==> config.mk <==
export PLATFORM = sky130hd
export DESIGN_NAME = frx_rx_top
export DESIGN_NICKNAME = d
export VERILOG_FILES = /design/src/rtl/frx_pkg.sv /design/src/rtl/frx_edge_sync.sv /design/src/rtl/frx_frame_ctl.sv /design/src/rtl/frx_rx_top.sv
export SDC_FILE = /design/constraint.sdc
export NUM_CORES = 1
export LEC_CHECK = 0
export BUFFER_PORTS_ARGS = -buffer_cell sky130_fd_sc_hd__buf_2
export CORE_UTILIZATION = 55
export DETAILED_ROUTE_END_ITERATION = 6
export GPL_ROUTABILITY_DRIVEN = 0
export PLACE_DENSITY_LB_ADDON = 0.15
export SKIP_CTS_REPAIR_TIMING = 1
export SLEW_MARGIN = 10
export SYNTH_ARGS = -nofsm -noshare
export SYNTH_HDL_FRONTEND = slang
export SYNTH_SLANG_ARGS = --single-unit
==> constraint.sdc <==
create_clock -name clk -period 3.1 [get_ports clk]
set_input_delay 0.62 -clock clk [delete_from_list [all_inputs] [get_ports clk]]
set_output_delay 0.62 -clock clk [all_outputs]
set_load 0.02 [all_outputs]
==> src/rtl/frx_pkg.sv <==
package frx_pkg;

  typedef enum logic [1:0] {
    ST_IDLE  = 2'd0,
    ST_DELAY = 2'd1,
    ST_DATA  = 2'd2
  } frx_state_e;

  localparam int WCODE_W = 3;

  // Element width in bits for a width code; unused codes give 32.
  function automatic logic [5:0] elem_bits(input logic [WCODE_W-1:0] code);
    case (code)
      3'd0:    elem_bits = 6'd8;
      3'd1:    elem_bits = 6'd12;
      3'd2:    elem_bits = 6'd16;
      3'd3:    elem_bits = 6'd20;
      3'd4:    elem_bits = 6'd24;
      default: elem_bits = 6'd32;
    endcase
  endfunction

endpackage

==> src/rtl/frx_edge_sync.sv <==
module frx_edge_sync #(
  parameter int STAGES = 2
) (
  input  logic clk,
  input  logic rst,
  input  logic ser_clk,
  input  logic ser_fsync,
  input  logic ser_data,
  input  logic cfg_sample_rise,
  input  logic cfg_fsync_low,
  output logic samp_edge,
  output logic fs_act,
  output logic bit_o
);

  logic [STAGES-1:0] clk_sr, fs_sr, dat_sr;
  logic              clk_prev;

  // All three lines pass through the same depth so they stay aligned.
  always_ff @(posedge clk) begin
    if (rst) begin
      clk_sr   <= '0;
      fs_sr    <= '0;
      dat_sr   <= '0;
      clk_prev <= 1'b0;
    end else begin
      clk_sr   <= {clk_sr[STAGES-2:0], ser_clk};
      fs_sr    <= {fs_sr[STAGES-2:0], ser_fsync};
      dat_sr   <= {dat_sr[STAGES-2:0], ser_data};
      clk_prev <= clk_sr[STAGES-1];
    end
  end

  assign samp_edge = cfg_sample_rise ? ( clk_sr[STAGES-1] & ~clk_prev)
                                     : (~clk_sr[STAGES-1] &  clk_prev);
  assign fs_act    = fs_sr[STAGES-1] ^ cfg_fsync_low;
  assign bit_o     = dat_sr[STAGES-1];

  // a sampling edge needs the synced clock to move since the last one
  p_edge_spaced_r6: assert property (@(posedge clk) disable iff (rst)
    samp_edge |=> !samp_edge);

endmodule

==> src/rtl/frx_frame_ctl.sv <==
module frx_frame_ctl
  import frx_pkg::*;
#(
  parameter int DATA_W = 32,
  parameter int LEN_W  = 7
) (
  input  logic                 clk,
  input  logic                 rst,
  input  logic                 samp_edge,
  input  logic                 fs_act,
  input  logic                 bit_i,
  input  logic                 cfg_dual_phase,
  input  logic [LEN_W-1:0]     cfg_len_a,
  input  logic [WCODE_W-1:0]   cfg_wcode_a,
  input  logic [LEN_W-1:0]     cfg_len_b,
  input  logic [WCODE_W-1:0]   cfg_wcode_b,
  input  logic [1:0]           cfg_delay,
  output logic [DATA_W-1:0]    out_data,
  output logic                 out_valid,
  output logic                 out_phase,
  output logic [LEN_W-1:0]     out_index
);

  localparam int BCW = $clog2(DATA_W);

  frx_state_e        state;
  logic              fs_prev;
  logic              cur_phase;
  logic [LEN_W-1:0]  cur_idx;
  logic [BCW-1:0]    bit_cnt;
  logic [DATA_W-1:0] shreg;

  logic              fs_start;
  logic [LEN_W-1:0]  cur_len;
  logic [5:0]        cur_bits;
  logic [BCW-1:0]    last_bit;
  logic [1:0]        eff_delay;

  always_comb begin
    fs_start  = fs_act & ~fs_prev;
    cur_len   = cur_phase ? cfg_len_b : cfg_len_a;
    cur_bits  = elem_bits(cur_phase ? cfg_wcode_b : cfg_wcode_a);
    last_bit  = BCW'(cur_bits - 6'd1);
    eff_delay = (cfg_delay == 2'd3) ? 2'd2 : cfg_delay;
  end

  always_ff @(posedge clk) begin
    if (rst) begin
      state     <= ST_IDLE;
      fs_prev   <= 1'b1;
      cur_phase <= 1'b0;
      cur_idx   <= '0;
      bit_cnt   <= '0;
      shreg     <= '0;
      out_data  <= '0;
      out_valid <= 1'b0;
      out_phase <= 1'b0;
      out_index <= '0;
    end else begin
      out_valid <= 1'b0;
      if (samp_edge) begin
        fs_prev <= fs_act;
        case (state)
          ST_IDLE: begin
            if (fs_start) begin
              cur_phase <= 1'b0;
              cur_idx   <= '0;
              bit_cnt   <= '0;
              shreg     <= '0;
              if (eff_delay == 2'd0) begin
                shreg   <= DATA_W'(bit_i);
                bit_cnt <= BCW'(1);
                state   <= ST_DATA;
              end else if (eff_delay == 2'd1) begin
                state <= ST_DATA;
              end else begin
                state <= ST_DELAY;
              end
            end
          end
          ST_DELAY: state <= ST_DATA;
          ST_DATA: begin
            if (bit_cnt == last_bit) begin
              out_data  <= {shreg[DATA_W-2:0], bit_i};
              out_valid <= 1'b1;
              out_phase <= cur_phase;
              out_index <= cur_idx;
              bit_cnt   <= '0;
              shreg     <= '0;
              if (cur_idx == cur_len) begin
                cur_idx <= '0;
                if (!cur_phase && cfg_dual_phase) cur_phase <= 1'b1;
                else                              state     <= ST_IDLE;
              end else begin
                cur_idx <= cur_idx + 1'b1;
              end
            end else begin
              shreg   <= {shreg[DATA_W-2:0], bit_i};
              bit_cnt <= bit_cnt + 1'b1;
            end
          end
          default: state <= ST_IDLE;
        endcase
      end
    end
  end

  // strobe lasts one cycle
  p_valid_single_r9: assert property (@(posedge clk) disable iff (rst)
    out_valid |=> !out_valid);

  // nothing is presented in the cycle after reset
  p_quiet_after_reset_r9: assert property (@(posedge clk)
    rst |=> (!out_valid && out_data == '0));

  // phase 1 only appears when two phases are configured
  p_phase_needs_dual_r1: assert property (@(posedge clk) disable iff (rst)
    out_valid |-> (!out_phase || cfg_dual_phase));

  // reported index never exceeds the phase's length field
  p_index_bound_r2: assert property (@(posedge clk) disable iff (rst)
    out_valid |-> (out_index <= (out_phase ? cfg_len_b : cfg_len_a)));

  // 8-bit elements leave the upper bits clear
  p_upper_clear_r3: assert property (@(posedge clk) disable iff (rst)
    (out_valid && !out_phase && cfg_wcode_a == 3'd0) |-> (out_data[DATA_W-1:8] == '0));

  // an element is only produced while a frame is in progress
  p_no_idle_output_r8: assert property (@(posedge clk) disable iff (rst)
    (state == ST_IDLE && !samp_edge) |=> !out_valid);

endmodule

==> src/rtl/frx_rx_top.sv <==
module frx_rx_top
  import frx_pkg::*;
#(
  parameter int DATA_W      = 32,
  parameter int LEN_W       = 7,
  parameter int SYNC_STAGES = 2
) (
  input  logic                clk,
  input  logic                rst,
  input  logic                ser_clk,
  input  logic                ser_fsync,
  input  logic                ser_data,
  input  logic                cfg_dual_phase,
  input  logic [LEN_W-1:0]    cfg_len_a,
  input  logic [2:0]          cfg_wcode_a,
  input  logic [LEN_W-1:0]    cfg_len_b,
  input  logic [2:0]          cfg_wcode_b,
  input  logic [1:0]          cfg_delay,
  input  logic                cfg_sample_rise,
  input  logic                cfg_fsync_low,
  output logic [DATA_W-1:0]   elem_data,
  output logic                elem_valid,
  output logic                elem_phase,
  output logic [LEN_W-1:0]    elem_index
);

  logic samp_edge, fs_act, rx_bit;

  frx_edge_sync #(.STAGES(SYNC_STAGES)) u_sync (
    .clk             (clk),
    .rst             (rst),
    .ser_clk         (ser_clk),
    .ser_fsync       (ser_fsync),
    .ser_data        (ser_data),
    .cfg_sample_rise (cfg_sample_rise),
    .cfg_fsync_low   (cfg_fsync_low),
    .samp_edge       (samp_edge),
    .fs_act          (fs_act),
    .bit_o           (rx_bit)
  );

  frx_frame_ctl #(.DATA_W(DATA_W), .LEN_W(LEN_W)) u_ctl (
    .clk            (clk),
    .rst            (rst),
    .samp_edge      (samp_edge),
    .fs_act         (fs_act),
    .bit_i          (rx_bit),
    .cfg_dual_phase (cfg_dual_phase),
    .cfg_len_a      (cfg_len_a),
    .cfg_wcode_a    (cfg_wcode_a),
    .cfg_len_b      (cfg_len_b),
    .cfg_wcode_b    (cfg_wcode_b),
    .cfg_delay      (cfg_delay),
    .out_data       (elem_data),
    .out_valid      (elem_valid),
    .out_phase      (elem_phase),
    .out_index      (elem_index)
  );

endmodule

==> metrics.txt, run 1 <==
delay-heaviest family, CP simple AND/OR/NAND/NOR gates; Final Setup Violations 0; data required time at the worst endpoint 3.30 ns; slew margin rel. 0.453; PD cells 484 nW/um^2; skew final 0.00592 ns; RSZ-0062 raised after global routing false; root buf cell clkbuf_8; most common library cell in the layout ignoring fill and taps dfxtp_1; worst-path maximum fanout 40; clock-pin slew on the worst setup and hold paths 0.08 ns; via count 3,202; ys async rst share 0; Critical Path Max Stage Delay 0.50 ns; Antenna Nets Post-Route 0; dominant synthesized flop cell dfxtp_1; Max Fclk 349 MHz; setup tns final 0 ns; HP Class register to register; Critical Path Source Type register; std cell rows 29; all-layer global routing usage 0.222; DR iter-0 viols 213; static leakage 1.68 nW; Post-synth EDFFs 0; Yosys reg bits 95; CP bufs+invs 1; WHS 0.446 ns; CTS tree yes; Critical-path top delay cell dfxtp_1; Slew @ Worst Pin 0.821 ns; largest net degree at the start of global routing 49; Initial Utilization 0.582; CP Data Arrival Time 3.06 ns; die width 84.9 microns; Die ar. 7210 sq um; PortBufs 70; routed len/inst 13.0 microns; Seq/Total Area, Yosys 0.503; first-pass GRT wire length 12,900 microns; Area Overhead vs Synth 17.0%; Slew Viols, Final 0; failing checks DRC; core outline area 6490 sq um; initial antenna violation count 0; num ports 71; CTS sink count 95; H-tree depth 3; Setup CP Type register to register; Clk Latency, worst-skew pair 0.35 ns; GRT overflow 0; via/cell ratio 5.48; Fillers 532; # diodes 0; final wirelength 7580 microns; Cell Area, Synth 3780 sq um; share of cells above drive strength 1 0.213; 1st-pass router iterations 7; Post-Layout Cell Count 584; Vert. Die Dim 84.9 microns; Tmin final 2.86 ns; Layout Nets 535; worst-path cell chain mux2i_4 -> o21ai_0 -> ha_1 -> xor2_1 -> xnor2_1 -> or3_4 -> a211o_1 -> buf_4 -> nand2_1 -> a21oi_1; Placed Cells 568; Cells after Synth 436; Remaining DRCs 5; Bufs on Longest Clock Path 2; syn nets 469; final period utilization 0.923; average cell area after synthesis 8.67 sq um; CP Capture Type register; Ys Warns 0; Netlist cell types 40; most frequent cells in the layout dfxtp_1, nand2_1, buf_2; clock buffer count from CTS 9; Detail Placement HPWL 5140 microns; vias in the first global route 2,888; run status finished with violations; Max-Cap Viols 0; maximum vdd drop 0.352 mV; Final Hold Viols 0
per-stage QoR:
step | setup WS [ns] | instance area, sq um | utilization | total power [mW]
after floorplan | 0.359 | 3780 | - | 1.31
after global placement | 0.181 | 4210 | 0.649 | 1.34
after detailed placement | 0.0802 | 4210 | 0.649 | 1.34
after CTS | 0.230 | 4420 | 0.681 | 2.16
after global routing | 0.00890 | 4420 | 0.681 | 2.23
final | 0.238 | 4420 | 0.681 | 2.14
Yosys cell counts, types with 4 or more instances:
cell,number,area (sq um)
a22oi_1,30,225
o21ai_0,9,45.0
nand2_1,94,353
clkbuf_1,20,75.1
a21oi_1,54,270
or3_1,6,37.5
dfxtp_1,95,1900
nor2b_1,8,50.1
buf_6,5,56.3
nor3_1,5,25.0
nor2_1,37,139
nand3_1,5,25.0
mux2i_1,9,90.1
xnor2_1,9,78.8
nand4_1,4,25.0
nor4_1,4,25.0
xor2_1,8,70.1
worst reg2reg max path: stages, from the launching register on:
cell	delay, ns
dfxtp_1	0.50
mux2i_4	0.33
o21ai_0	0.13
ha_1	0.21
xor2_1	0.24
xnor2_1	0.14
or3_4	0.43
a211o_1	0.30
buf_4	0.25
nand2_1	0.12
a21oi_1	0.06
registers in the layout, summed over array words and instances, names as in the netlist:
name	count
u_ctl.out_data	32
u_ctl.shreg	31
u_ctl.cur_idx	7
u_ctl.out_index	7
u_ctl.bit_cnt	5
u_ctl.state	2
u_sync.clk_sr	2
u_sync.dat_sr	2
u_sync.fs_sr	2
u_ctl.cur_phase	1
u_ctl.fs_prev	1
u_ctl.out_phase	1
u_ctl.out_valid	1
u_sync.clk_prev	1
layout make-up:
cell class,instances,area (sq um),area share
timing repair buffer,85,488,0.110
multi-input combinational,308,1720,0.389
tap,77,96.3,0.0218
clock buffer,12,155,0.0351
inverter,3,11.3,0.00255
clock inverter,4,52.6,0.0119
sequential,95,1900,0.430
power breakdown:
part / total [mW] / leakage [nW] / switching (mW) / internal (mW)
sequential: 1.23 / 0.766 / 0.00319 / 1.22
clock: 0.829 / 0.107 / 0.408 / 0.421
combinational: 0.0840 / 0.810 / 0.0485 / 0.0355
total: 2.14 / 1.68 / 0.460 / 1.68
logic make-up (layout without fill, tap and decap cells):
logic type	after synthesis	after routing	synth area share
AND/OR/NAND/NOR	174	174	0.204
buffers and inverters	33	104	0.0447
flip-flops	95	95	0.503
adder cells (fa/ha/maj)	3	3	0.00993
AO/OA/AOI/OAI	104	104	0.169
XOR/XNOR	17	17	0.0394
multiplexers	10	10	0.0298
metal layers:
| layer | share of wire | vias up | routed length (microns) | track usage |
|---|---|---|---|---|
| li1 | - | 1629 | - | - |
| met2 | 0.48 | 61 | 3620 | 0.386 |
| met4 | 0.0065 | 0 | 49 | 0.0508 |
| met3 | 0.037 | 4 | 279 | 0.0593 |
| met1 | 0.48 | 1508 | 3630 | 0.277 |
| met5 | 0 | - | 0 | 0 |
final timing paths:
kind              depth (start not counted)             from  slack, ns                  to
setup / recovery                         10  u_ctl.cur_phase       0.24  u_ctl.out_data[27]
hold / removal                            1  u_sync.fs_sr[0]       0.45     u_sync.fs_sr[1]
setup reg to reg                         10  u_ctl.cur_phase       0.24  u_ctl.out_data[27]
hold reg to reg                           1  u_sync.fs_sr[0]       0.45     u_sync.fs_sr[1]
Note: power is estimated with default switching activity, not from simulation.
==> run 2: changes to the inputs <==
CORE_MARGIN = 1   (was not set)
RECOVER_POWER = 25   (was not set)
==> run 2 against run 1 <==
Effect of this change: the flow still finishes with violations (DRC); clock skew about the same; sequential cell count unchanged; critical path type unchanged; hold slack about the same; final cell count unchanged; register-to-register slack about the same; setup slack worse by 0.0051 ns; critical endpoint is now u_ctl.out_data[12]; utilization down 0.64 points; clock power about the same; combinational power about the same; critical path depth unchanged; design area down 0.93%; global-route usage unchanged.
==> metrics.txt, run 2 (synthesis results as in run 1) <==
run status finished with violations; failing checks DRC; data required time at the worst endpoint 3.30 ns; clock buffer count from CTS 9; PD cells 488 nW/um^2; HP Class register to register; GRT overflow 0; clock-pin slew on the worst setup and hold paths 0.09 ns; skew final 0.00545 ns; Remaining DRCs 5; vias in the first global route 2,888; Tmin final 2.87 ns; Switching Share 0.214; Final Setup Violations 0; CTS sink count 95; Flop pwr share 0.574; Critical Path Source Type register; Setup CP Type register to register; initial antenna violation count 0; Critical Path Max Stage Delay 0.50 ns; Placed Cells 568; Antenna Nets Post-Route 0; DR iter-0 viols 237; core outline area 6490 sq um; via count 3,177; Slew Viols, Final 0; worst-path maximum fanout 40; num ports 71; Bufs on Longest Clock Path 2; via/cell ratio 5.44; register area 1900 sq um; Fillers 551; maximum vdd drop 0.352 mV; routed len/inst 13.0 microns; # diodes 0; Critical-path top delay cell dfxtp_1; CP Data Arrival Time 3.07 ns; Top reg by flops u_ctl.out_data; P_int 1.68 mW; die width 84.9 microns; final wirelength 7570 microns; static leakage 1.54 nW; CTS tree yes; most frequent cells in the layout dfxtp_1, nand2_1, a21oi_1; share of cells above drive strength 1 0.148; slew margin rel. 0.448; top flop regs u_ctl.out_data (32), u_ctl.shreg (31); Post-Layout Cell Count 584; Slew @ Worst Pin 0.829 ns; multi-input gate area in the final layout 1720 sq um; std cell rows 29; CP Capture Type register; Gate power share 0.039; all-layer global routing usage 0.222; Area Overhead vs Synth 16.0%; PortBufs 70; Initial Utilization 0.582; root buf cell clkbuf_8; Sw Pwr 0.459 mW; R2R Setup Slk 0.23 ns; worst-path cell chain mux2i_4 -> o21ai_0 -> ha_1 -> xor2_1 -> xnor2_1 -> or3_4 -> a211o_1 -> buf_4 -> nand2_1 -> a21oi_1; max FFs per register 32; Vert. Die Dim 84.9 microns; RSZ-0062 raised after global routing false; most common library cell in the layout ignoring fill and taps dfxtp_1; WHS 0.446 ns; setup tns final 0 ns; Clk Latency, worst-skew pair 0.35 ns; Die ar. 7210 sq um; Layout Nets 535; final period utilization 0.925; 1st-pass router iterations 7; first-pass GRT wire length 12,900 microns; H-tree depth 3; Clock Power Share 0.387; Detail Placement HPWL 5140 microns; largest net degree at the start of global routing 49; Max Fclk 349 MHz; Max-Cap Viols 0; Final Hold Viols 0
-- run 2: layout make-up --
| type | count | share of cell area |
|---|---|---|
| clock inverter | 4 | 0.0120 |
| sequential | 95 | 0.434 |
| multi-input combinational | 308 | 0.392 |
| timing repair buffer | 85 | 0.102 |
| inverter | 3 | 0.00257 |
| tap | 77 | 0.0220 |
| clock buffer | 12 | 0.0354 |
-- run 2: power by group through the flow --
stage                     combinational [mW]  sequential [mW]  clock, mW
after floorplan                       0.0531             1.25          0
after CTS                             0.0842             1.23      0.853
after global routing                  0.0938             1.23      0.905
final                                 0.0840             1.23      0.827
after global placement                0.0815             1.26          0
after detailed placement              0.0840             1.26          0
-- run 2: path summary, 6_finish.rpt --
check,startpoint,end,depth (start not counted)
setup / recovery,u_ctl.cur_phase,u_ctl.out_data[12],10
hold / removal,u_sync.fs_sr[0],u_sync.fs_sr[1],1
setup reg to reg,u_ctl.cur_phase,u_ctl.out_data[12],10
hold reg to reg,u_sync.fs_sr[0],u_sync.fs_sr[1],1
-- run 2: worst max-delay path, delay by kind of cell (launching register included) --
kind,cells,cell delay (ns)
buf+inv,1,0.25
simple gates,2,0.55
compound gates,3,0.50
flops,1,0.50
fa+ha+maj,1,0.21
xor+xnor,2,0.38
mux,1,0.32
-- run 2: layer usage --
metal	routed length, microns	up-vias	track usage
met5	0	-	0
met4	50	0	0.0508
met3	304	4	0.0593
met2	3620	59	0.386
met1	3600	1488	0.277
li1	-	1626	-
-- run 2: through the flow --
stage | total power, mW | utilization | instance area, sq um | setup slack, ns
after floorplan | 1.31 | - | 3780 | 0.359
after detailed placement | 1.34 | 0.649 | 4210 | 0.0802
after global placement | 1.34 | 0.649 | 4210 | 0.181
after CTS | 2.16 | 0.681 | 4420 | 0.230
after global routing | 2.23 | 0.675 | 4380 | 0.00890
final | 2.14 | 0.675 | 4380 | 0.233
==> run 3: changes to the inputs <==
GPL_TIMING_DRIVEN = 0   (was not set)
SLEW_MARGIN = not set   (was 10)
==> run 3 against run 2 <==
Effect of this change: the flow still finishes with violations (DRC); sequential share of layout area fell by 0.87 points; combinational power increased by 6.2%; via count is 3.1% higher; first-iteration DRC count shrank 7.2%; final cell count rose by 2.4%; non-clock buffer count rose by 14; design area grew 2.1%; maximum frequency down 0.24%; register-to-register slack about the same; routed wire length up 7.7%; critical path type unchanged; power is 6.8% higher.
==> metrics.txt, run 3 (synthesis results as in run 1) <==
CP Capture Type register; Post-Layout Cell Count 598; Antenna Nets Post-Route 0; maximum vdd drop 0.504 mV; failing checks DRC; first-pass GRT wire length 14,000 microns; via count 3,276; Area Overhead vs Synth 18.3%; Max-Cap Viols 0; RSZ-0062 raised after global routing false; clock-pin slew on the worst setup and hold paths 0.09 ns; Layout Nets 549; Slew Viols, Final 0; Clk Latency, worst-skew pair 0.37 ns; HP Class register to register; Initial Utilization 0.582; Slew @ Worst Pin 0.619 ns; worst-path maximum fanout 5; vias in the first global route 3,123; finished layout cell area 4470 sq um; Fillers 565; via/cell ratio 5.48; final period utilization 0.927; most frequent cells in the layout dfxtp_1, nand2_1, a21oi_1; Final Setup Violations 0; PD cells 511 nW/um^2; most common library cell in the layout ignoring fill and taps dfxtp_1; Top reg by flops u_ctl.out_data; Final Hold Viols 0; # diodes 0; initial antenna violation count 0; die width 84.9 microns; skew final 0.00925 ns; CTS sink count 95; max FFs per register 32; data required time at the worst endpoint 3.40 ns; Max Fclk 348 MHz; all-layer global routing usage 0.242; Detail Placement HPWL 5790 microns; Placed Cells 582; Tmin final 2.87 ns; Bufs on Longest Clock Path 2; CTS tree yes; final wirelength 8160 microns; core outline area 6490 sq um; run status finished with violations; Critical Path Source Type register; Remaining DRCs 5; PortBufs 69; DR iter-0 viols 220; largest net degree at the start of global routing 17; std cell rows 29; num ports 71; root buf cell clkbuf_8; 1st-pass router iterations 7; CP Data Arrival Time 3.17 ns; Setup CP Type register to register; slew margin rel. 0.585; H-tree depth 3; GRT overflow 0; Vert. Die Dim 84.9 microns; top flop regs u_ctl.out_data (32), u_ctl.shreg (31); static leakage 1.59 nW; Die ar. 7210 sq um; Placed Area 4220 sq um; clock buffer count from CTS 9; share of cells above drive strength 1 0.155; routed len/inst 13.6 microns
## run 3: cell types whose count changed in the layout (fill, tap and decap cells not counted), sizes merged
cell	delta
clkinvlp	+2
clkinv	-1
bufinv	+2
buf	+1
clkbuf	+10
## run 3: critical path, cell delays in order (launching register included)
cell and delay [ns]:
dfxtp_1 0.34, buf_6 0.14, mux2i_2 0.28, o21ai_0 0.11
ha_1 0.20, xor2_1 0.24, xnor2_1 0.17, or3_4 0.44
a31oi_1 0.51, nand4_1 0.18, a21oi_1 0.18
## run 3: worst paths after layout
path / start / end / slack (ns) / cells past startpoint
setup reg to reg: u_ctl.cur_phase / u_ctl.cur_idx[1] / 0.23 / 10
setup / recovery: u_ctl.cur_phase / u_ctl.cur_idx[1] / 0.23 / 10
hold reg to reg: u_ctl.out_data[19] / u_ctl.out_data[19] / 0.45 / 2
hold / removal: u_ctl.out_data[19] / u_ctl.out_data[19] / 0.45 / 2
## run 3: final cells by class
type                    count  area (sq um)  share of cell area
flip-flops and latches     95          1900               0.425
multi-input cells         308          1750               0.390
repair buffers             69           313              0.0699
plain buffers              30           163              0.0364
clock buffers               9           124              0.0277
clock inverters             7           119              0.0266
well taps                  77          96.3              0.0215
inverters                   3          11.3             0.00252
## run 3: power breakdown
| group | leakage (nW) | internal [mW] | total (mW) | switching [mW] |
|---|---|---|---|---|
| Combinational | 0.708 | 0.0352 | 0.0892 | 0.0541 |
| Clock | 0.116 | 0.536 | 0.968 | 0.432 |
| Sequential | 0.766 | 1.22 | 1.23 | 0.00210 |
| Total | 1.59 | 1.80 | 2.28 | 0.488 |
## run 3: through the flow
step	utilization	setup WS [ns]	hold slack, ns	TNS [ns]	power [mW]
2_1_floorplan	-	0.359	0.414	0	1.31
3_3_place_gp	0.650	-0.133	0.418	-3.19	1.34
3_5_place_dp	0.650	-0.233	0.428	-5.92	1.34
4_1_cts	0.687	-0.00683	0.448	-0.00730	2.29
5_1_grt	0.689	0.00624	0.457	0	2.36
6_report	0.689	0.226	0.449	0	2.28
## run 3: metal layers
layer,track usage,share of wire,up-vias
met5,0,0,-
met3,0.0486,0.044,9
met1,0.310,0.47,1522
met4,0.0786,0.0093,0
met2,0.410,0.48,91
li1,-,-,1654
